**config.mk**
```make
export PLATFORM = sky130hd
export DESIGN_NAME = sarray_mul
export DESIGN_NICKNAME = d
export VERILOG_FILES = /design/src/rtl/sam_pkg.sv /design/src/rtl/sam_cell.sv /design/src/rtl/sam_ppgen.sv /design/src/rtl/sam_row.sv /design/src/rtl/sarray_mul.sv
export SDC_FILE = /design/constraint.sdc
export NUM_CORES = 1
export LEC_CHECK = 0
export BUFFER_PORTS_ARGS = -buffer_cell sky130_fd_sc_hd__buf_2
export CAP_MARGIN = 20
export CORE_AREA = 2 2 39 41
export DETAILED_ROUTE_END_ITERATION = 8
export DIE_AREA = 0 0 41 43
export GPL_TIMING_DRIVEN = 0
export PLACE_DENSITY_LB_ADDON = 0.3
export SLEW_MARGIN = 15
export SYNTH_ARGS = -nofsm -noshare
export SYNTH_HDL_FRONTEND = slang
export SYNTH_SLANG_ARGS = --single-unit
```
**constraint.sdc**
```tcl
create_clock -name vclk -period 6.1
set_clock_uncertainty 0.1 [all_clocks]
set_input_delay 0.61 -clock vclk [all_inputs]
set_output_delay 0.61 -clock vclk [all_outputs]
set_load 0.02 [all_outputs]
```
**src/rtl/sam_pkg.sv**
```systemverilog
package sam_pkg;

    // Which cell inputs/outputs carry negative weight.
    // KIND0: none; KIND1: Z and S; KIND2: X, Y and C; KIND3: all.
    typedef enum logic [1:0] {
        CELL_T0 = 2'd0,
        CELL_T1 = 2'd1,
        CELL_T2 = 2'd2,
        CELL_T3 = 2'd3
    } cell_kind_e;

    // A row either adds a shifted partial product or subtracts it.
    typedef enum logic {
        ROW_ADD = 1'b0,
        ROW_SUB = 1'b1
    } row_kind_e;

    typedef struct packed {
        logic carry;
        logic sum;
    } cell_res_t;

    // Mixed-sign cells see Z with the opposite polarity of X and Y,
    // so their carry majority uses the complement of Z.
    function automatic logic carry_takes_zbar(input cell_kind_e k);
        return (k == CELL_T1) || (k == CELL_T2);
    endfunction

    // The operand-MSB row is the only subtracting row.
    function automatic row_kind_e row_kind_of(input int r, input int n);
        return (r == n - 1) ? ROW_SUB : ROW_ADD;
    endfunction

endpackage

```
**src/rtl/sam_cell.sv**
```systemverilog
module sam_cell
    import sam_pkg::*;
#(
    parameter cell_kind_e KIND = CELL_T0
) (
    input  logic x_i,
    input  logic y_i,
    input  logic z_i,
    output logic s_o,
    output logic c_o
);

    localparam logic ZBAR = carry_takes_zbar(KIND);

    logic      zc;
    cell_res_t res;

    generate
        if (ZBAR) begin : g_zbar
            assign zc = ~z_i;
        end else begin : g_zplain
            assign zc = z_i;
        end
    endgenerate

    always_comb begin
        res.sum   = x_i ^ y_i ^ z_i;
        res.carry = (x_i & y_i) | (y_i & zc) | (zc & x_i);
    end

    assign s_o = res.sum;
    assign c_o = res.carry;

endmodule

```
**src/rtl/sam_ppgen.sv**
```systemverilog
module sam_ppgen #(
    parameter int N_BITS = 5
) (
    input  logic [N_BITS-1:0]             a_i,
    input  logic [N_BITS-1:0]             b_i,
    output logic [N_BITS-1:0][N_BITS-1:0] pp_o
);

    // pp_o[r][j] has weight 2^(r+j); its sign is set by the summing rows.
    generate
        for (genvar r = 0; r < N_BITS; r++) begin : g_row
            for (genvar j = 0; j < N_BITS; j++) begin : g_col
                assign pp_o[r][j] = a_i[j] & b_i[r];
            end
        end
    endgenerate

endmodule

```
**src/rtl/sam_row.sv**
```systemverilog
module sam_row
    import sam_pkg::*;
#(
    parameter int        W    = 5,
    parameter row_kind_e KIND = ROW_ADD
) (
    input  logic [W-1:0] acc_i,
    input  logic [W-1:0] pp_i,
    output logic [W-1:0] sum_o,
    output logic         cout_o
);

    // acc_i: positive bits except the top one (negative sign bit).
    // ROW_ADD pp_i: positive bits except the top one.
    // ROW_SUB pp_i: negative bits except the top one.
    // Every sum_o bit is positive; cout_o is the new negative sign bit.
    logic [W:0] cy;
    assign cy[0] = 1'b0;

    generate
        for (genvar k = 0; k < W; k++) begin : g_cell
            localparam logic       TOP = (k == W - 1);
            localparam cell_kind_e CK  = (KIND == ROW_ADD && !TOP) ? CELL_T0 : CELL_T2;
            logic xs, ys, zs;

            if (KIND == ROW_ADD) begin : g_add
                // low columns: all positive; top column: two signs + carry
                assign xs = pp_i[k];
                assign ys = acc_i[k];
                assign zs = cy[k];
            end else if (!TOP) begin : g_sub_lo
                // negative pp bit and negative borrow against positive acc bit
                assign xs = pp_i[k];
                assign ys = cy[k];
                assign zs = acc_i[k];
            end else begin : g_sub_top
                // negative acc sign and borrow against positive MSB x MSB bit
                assign xs = acc_i[k];
                assign ys = cy[k];
                assign zs = pp_i[k];
            end

            sam_cell #(
                .KIND(CK)
            ) u_cell (
                .x_i(xs),
                .y_i(ys),
                .z_i(zs),
                .s_o(sum_o[k]),
                .c_o(cy[k+1])
            );
        end
    endgenerate

    assign cout_o = cy[W];

endmodule

```
**src/rtl/sarray_mul.sv**
```systemverilog
module sarray_mul
    import sam_pkg::*;
#(
    parameter int N_BITS = 5
) (
    input  logic [N_BITS-1:0]   a_i,
    input  logic [N_BITS-1:0]   b_i,
    output logic [2*N_BITS-1:0] prod_o
);

    localparam int PW = 2 * N_BITS;

    logic [N_BITS-1:0][N_BITS-1:0] pp;
    // win[r] holds accumulator columns r .. r+N_BITS after row r.
    logic [N_BITS-1:0][N_BITS:0]   win;

    sam_ppgen #(
        .N_BITS(N_BITS)
    ) u_ppgen (
        .a_i (a_i),
        .b_i (b_i),
        .pp_o(pp)
    );

    // First row sign-extended by one column: -s*2^(n-1) = s*2^(n-1) - s*2^n.
    assign win[0] = {pp[0][N_BITS-1], pp[0]};

    generate
        for (genvar r = 1; r < N_BITS; r++) begin : g_rows
            sam_row #(
                .W   (N_BITS),
                .KIND(row_kind_of(r, N_BITS))
            ) u_row (
                .acc_i (win[r-1][N_BITS:1]),
                .pp_i  (pp[r]),
                .sum_o (win[r][N_BITS-1:0]),
                .cout_o(win[r][N_BITS])
            );
        end

        for (genvar r = 0; r < N_BITS - 1; r++) begin : g_low
            assign prod_o[r] = win[r][0];
        end
    endgenerate

    assign prod_o[PW-1:N_BITS-1] = win[N_BITS-1];

endmodule

```
==> flow_metrics.env, run 1 <==
export IMPL_status="completed"
export IMPL_hp_class="in -> out"
export IMPL_wl_per_cell_um=9.19
export IMPL_dieArea_um2=1760
export IMPL_core_area_um2=1380
export IMPL_grt_max_degree=6
export IMPL_io_buffer_count=20
export IMPL_relSlewSlack_pct=90.3
export IMPL_syn_inst=73
export IMPL_synth_avg_cell_area_um2=8.84
export IMPL_setup_viol=0
export IMPL_netlist_area_um2=646
export IMPL_final_clkbuf_count=0
export IMPL_period_share_pct=98.3
export IMPL_hpwlAfterDp_um=877
export IMPL_crit_type="in -> out"
export IMPL_max_freq_mhz=167
export IMPL_drv_cap=0
export IMPL_synth_top_area_share_pct=49.6
export IMPL_drtIter0Drc=1
export IMPL_end_kind="output port"
export IMPL_worstSetupStartpointType="input port"
export IMPL_area_growth_pct=36.8
export IMPL_fin_nets=128
export IMPL_setup_worst_path_start="b_i[0]"
export IMPL_yosysSeqAreaShare_pct=0
export IMPL_num_fill_cells=123
export IMPL_intPower_mw=0.0996
export IMPL_grt_pass1_vias=502
export IMPL_grt_total_usage_pct=15.8
export IMPL_comb_power_share_pct=100.0
export IMPL_hold_buffers=0
export IMPL_grt_pass1_wl_mm=2.01
export IMPL_io_pins=20
export IMPL_row_count=14
export IMPL_antenna_found_initial=0
export IMPL_vias_per_cell=4.32
export IMPL_fin_cells=112
export IMPL_clock_power_share_pct=0
export IMPL_num_antenna_cells=0
export IMPL_dr_pass1_iters=3
export IMPL_critPathMaxFanout=2
export IMPL_period_needed_ps=5990
export IMPL_multiInputGateArea_um2=549
export IMPL_tightest_slew_ps=145
export IMPL_drive_gt1_share_pct=53.1
export IMPL_route_detailed_drc=0
export IMPL_crit_arrival_ps=5280
export IMPL_seq_cells=0
export IMPL_yosys_warnings=0
export IMPL_yosys_area_top_type="fa_1"
export IMPL_initial_core_util_pct=46.7
export IMPL_grt_setup_unrepaired="true"
export IMPL_synthDistinctLibCells=6
export IMPL_cp_required_ps=5390
export IMPL_slew_violations=0
export IMPL_vdd_drop_max_uv=193
export IMPL_wirelength_mm=1.03
export IMPL_swShare_pct=49.8
export IMPL_switching_power_mw=0.0989
export IMPL_whs_endpoint="prod_o[0]"
export IMPL_gpl_final_weighted_congestion=0.667
export IMPL_synth_fp_nets=103
export IMPL_powerDensity_nw_per_um2=225
export IMPL_antenna_left=0
export IMPL_synth_area_leaders="fa_1, and2_1, inv_1, buf_4, ha_1"
export IMPL_timing_hold_ws_ps=1580
export IMPL_vias=484
export IMPL_grt_overflow=0
export IMPL_die_height_um=43
export IMPL_min_path_cells=4
export IMPL_die_w_um=41
export IMPL_seq_power_share_pct=0
export IMPL_min_from="a_i[0]"
export IMPL_leakagePower_nw=0.447
export IMPL_seq_area_um2=0
export IMPL_dp_cells=109
export IMPL_finalHoldViolCount=0
## logic make-up (layout without fill, tap and decap cells)
| family | after synthesis | in the layout | share of synthesized area [%] |
|---|---|---|---|
| buf+inv | 28 | 51 | 21.5 |
| simple gates | 25 | 25 | 21.1 |
| fa+ha+maj | 20 | 20 | 57.4 |
## timing repair
action | in CTS | in global routing
pin swaps | 15 | 11
resized for setup | 29 | 7
buffers inserted | 4 | 0
endpoints found under the setup margin | 3 | 3
## layout by cell type, fill, tap and decap left out
| cell type | count |
|---|---|
| and2_1 | 15 |
| and2_4 | 2 |
| buf_2 | 14 |
| buf_4 | 12 |
| buf_6 | 2 |
| buf_8 | 4 |
| fa_1 | 6 |
| fa_2 | 10 |
| ha_1 | 3 |
| ha_4 | 1 |
| inv_1 | 13 |
| inv_2 | 6 |
| nand2_1 | 8 |
## worst max path at each step
stage	end
2_1_floorplan	prod_o[8]
3_5_place_dp	prod_o[8]
6_report	prod_o[8]
5_1_grt	prod_o[8]
4_1_cts	prod_o[8]
3_3_place_gp	prod_o[8]
## worst max-delay path, cell delays in order
cell and delay [ps]:
buf_8 70, and2_4 140, ha_4 120, inv_2 30, fa_2 330, fa_2 540
inv_2 40, fa_2 350, fa_2 350, fa_2 540, inv_2 40, fa_2 350
fa_2 430, fa_2 380, fa_2 360, inv_2 60, fa_1 390, buf_6 150
## Yosys cell counts (all sizes together)
master and count:
and2 17, inv 19, nand2 8, fa 16
buf 9, ha 4
## through the flow
stage	util [%]	setup WS (ps)	setup TNS (ps)	power (mW)	area, µm²
detailed placement	55.3	-385	-562	0.183	766
CTS	63.0	-23.1	-23.1	0.196	872
global route	63.8	-30.9	-30.9	0.223	883
floorplan	-	45.7	0	0.141	646
global placement	55.3	-302	-367	0.180	766
finish	63.8	105	0	0.198	883
## power by group through the flow
stage               sequential [mW]  clock [mW]  combinational [mW]
floorplan                         0           0               0.141
global placement                  0           0               0.180
detailed placement                0           0               0.183
CTS                               0           0               0.196
global route                      0           0               0.223
finish                            0           0               0.198
## cell type report
cell class	instances	share of cell area (%)
inverter	19	8.07
tap	16	2.27
multi-input combinational	45	62.2
buffer	8	6.80
timing repair buffer	24	20.7
## metal layers
metal  share of wire [%]  up-vias  global-route usage [%]
li1                    -      241                       -
met1                  38      232                    21.8
met2                  59       11                    28.1
met3                 3.7        0                   0.524
met4                   0        0                       0
met5                   0        -                       0
Note: power is estimated with default switching activity, not from simulation.
==> run 2, diff against run 1 <==
- PLACE_DENSITY: default -> 0.79
- PLACE_DENSITY_LB_ADDON: 0.3 -> default
==> run 2 against run 1 <==
  * Setup slack improved by 8.6 ps
  * Core utilization down 1.5 points
  * Flip-flop and latch count unchanged
  * Via count is 1.4% higher
  * Combinational power hardly changed
  * Hold slack lost 110 ps
  * Global-route usage shrank 0.55 points
  * Critical endpoint unchanged
  * Highest routed layer unchanged
==> flow_metrics.env, run 2 (same netlist as run 1, synthesis figures left out) <==
export IMPL_multiInputGateArea_um2=547
export IMPL_cp_required_ps=5390
export IMPL_period_share_pct=98.1
export IMPL_max_freq_mhz=167
export IMPL_drive_gt1_share_pct=50.0
export IMPL_end_kind="output port"
export IMPL_setup_ws_ps=114
export IMPL_dieArea_um2=1760
export IMPL_drtIter0Drc=1
export IMPL_wirelength_mm=1.04
export IMPL_whs_endpoint="prod_o[0]"
export IMPL_tightest_slew_ps=146
export IMPL_grt_pass1_wl_mm=1.95
export IMPL_grt_total_usage_pct=15.2
export IMPL_seq_cells=0
export IMPL_antenna_found_initial=0
export IMPL_num_fill_cells=116
export IMPL_vias_per_cell=4.46
export IMPL_min_path_cells=3
export IMPL_status="completed"
export IMPL_dr_pass1_iters=3
export IMPL_setup_worst_path_start="b_i[0]"
export IMPL_fin_nets=126
export IMPL_worstSetupStartpointType="input port"
export IMPL_powerDensity_nw_per_um2=228
export IMPL_area_growth_pct=33.5
export IMPL_grt_max_degree=6
export IMPL_period_needed_ps=5990
export IMPL_final_common_cell="and2_1"
export IMPL_crit_type="in -> out"
export IMPL_die_height_um=43
export IMPL_vias=491
export IMPL_slew_violations=0
export IMPL_leakagePower_nw=0.439
export IMPL_row_count=14
export IMPL_setup_viol=0
export IMPL_wl_per_cell_um=9.42
export IMPL_drv_cap=0
export IMPL_final_cell_mix="and2_1, inv_1, buf_2"
export IMPL_vdd_drop_max_uv=158
export IMPL_grt_setup_unrepaired="true"
export IMPL_io_buffer_count=20
export IMPL_hpwlAfterDp_um=935
export IMPL_route_detailed_drc=0
export IMPL_gpl_final_weighted_congestion=0.711
export IMPL_finalHoldViolCount=0
export IMPL_hp_class="in -> out"
export IMPL_core_area_um2=1380
export IMPL_initial_core_util_pct=46.7
export IMPL_antenna_left=0
export IMPL_grt_overflow=0
export IMPL_io_pins=20
export IMPL_power_mw=0.196
export IMPL_min_from="a_i[0]"
export IMPL_crit_arrival_ps=5280
export IMPL_final_clkbuf_count=0
export IMPL_num_antenna_cells=0
export IMPL_relSlewSlack_pct=90.2
export IMPL_die_w_um=41
export IMPL_grt_pass1_vias=519
export IMPL_pre_cts_ws_ps=-344
export IMPL_seq_area_um2=0
export IMPL_critPathMaxFanout=2
## run 2: cell count changes in the layout (fill, tap and decap cells not counted), sizes merged
cell,previous run,this run
buf,32,30
## run 2: layout make-up
| class | instances | area share, % |
|---|---|---|
| Timing Repair Buffer | 22 | 19.0 |
| Buffer | 8 | 6.97 |
| Inverter | 19 | 8.27 |
| Multi-Input combinational cell | 45 | 63.4 |
| Tap cell | 16 | 2.32 |
## run 2: what timing repair did
item                                    4_1_cts  5_1_grt
gates resized for setup                      29        4
endpoints found under the setup margin        2        3
gates cloned                                  0        0
buffers inserted                              2        0
pin swaps                                    13        4
hold buffers                                  0        0
endpoints found under the hold margin         0        0
## run 2: power by group
group | internal [mW] | total (mW) | leakage (nW) | switching (mW)
clock | 0 | 0 | 0 | 0
sequential | 0 | 0 | 0 | 0
combinational | 0.0974 | 0.196 | 0.439 | 0.0990
total | 0.0974 | 0.196 | 0.439 | 0.0990
## run 2: worst max-delay path by stage
stage                      to  slack [ps]  cells past startpoint
global placement    prod_o[8]        -290                     19
detailed placement  prod_o[8]        -340                     19
floorplan           prod_o[8]          50                     17
CTS                 prod_o[8]         -50                     18
global route        prod_o[8]         -30                     18
finish              prod_o[8]         110                     18
## run 2: per-layer routing
layer	GRT usage [%]	share of wire [%]	vias to the layer above
met5	0	0	-
met4	0	0	0
met3	0	3.7	0
met2	30.0	60	10
met1	18.2	36	241
li1	-	-	240
## run 2: critical path: stages
cell,delay (ps)
buf_8,70
and2_4,140
ha_4,120
inv_2,30
fa_2,350
fa_1,500
inv_1,50
fa_2,340
fa_2,360
fa_1,510
inv_2,50
fa_2,350
fa_2,350
fa_1,470
fa_2,350
inv_2,60
fa_1,410
buf_6,150
## run 2: metrics by stage
step	instances	hold WS [ps]	TNS [ps]	utilization [%]	area [µm²]
finish	110	1470	0	62.3	862
global route	110	1490	-25.9	62.3	862
CTS	110	1480	-49.9	61.9	857
detailed placement	109	1520	-471	55.3	766
global placement	109	1500	-339	55.3	766
floorplan	73	1300	0	-	646
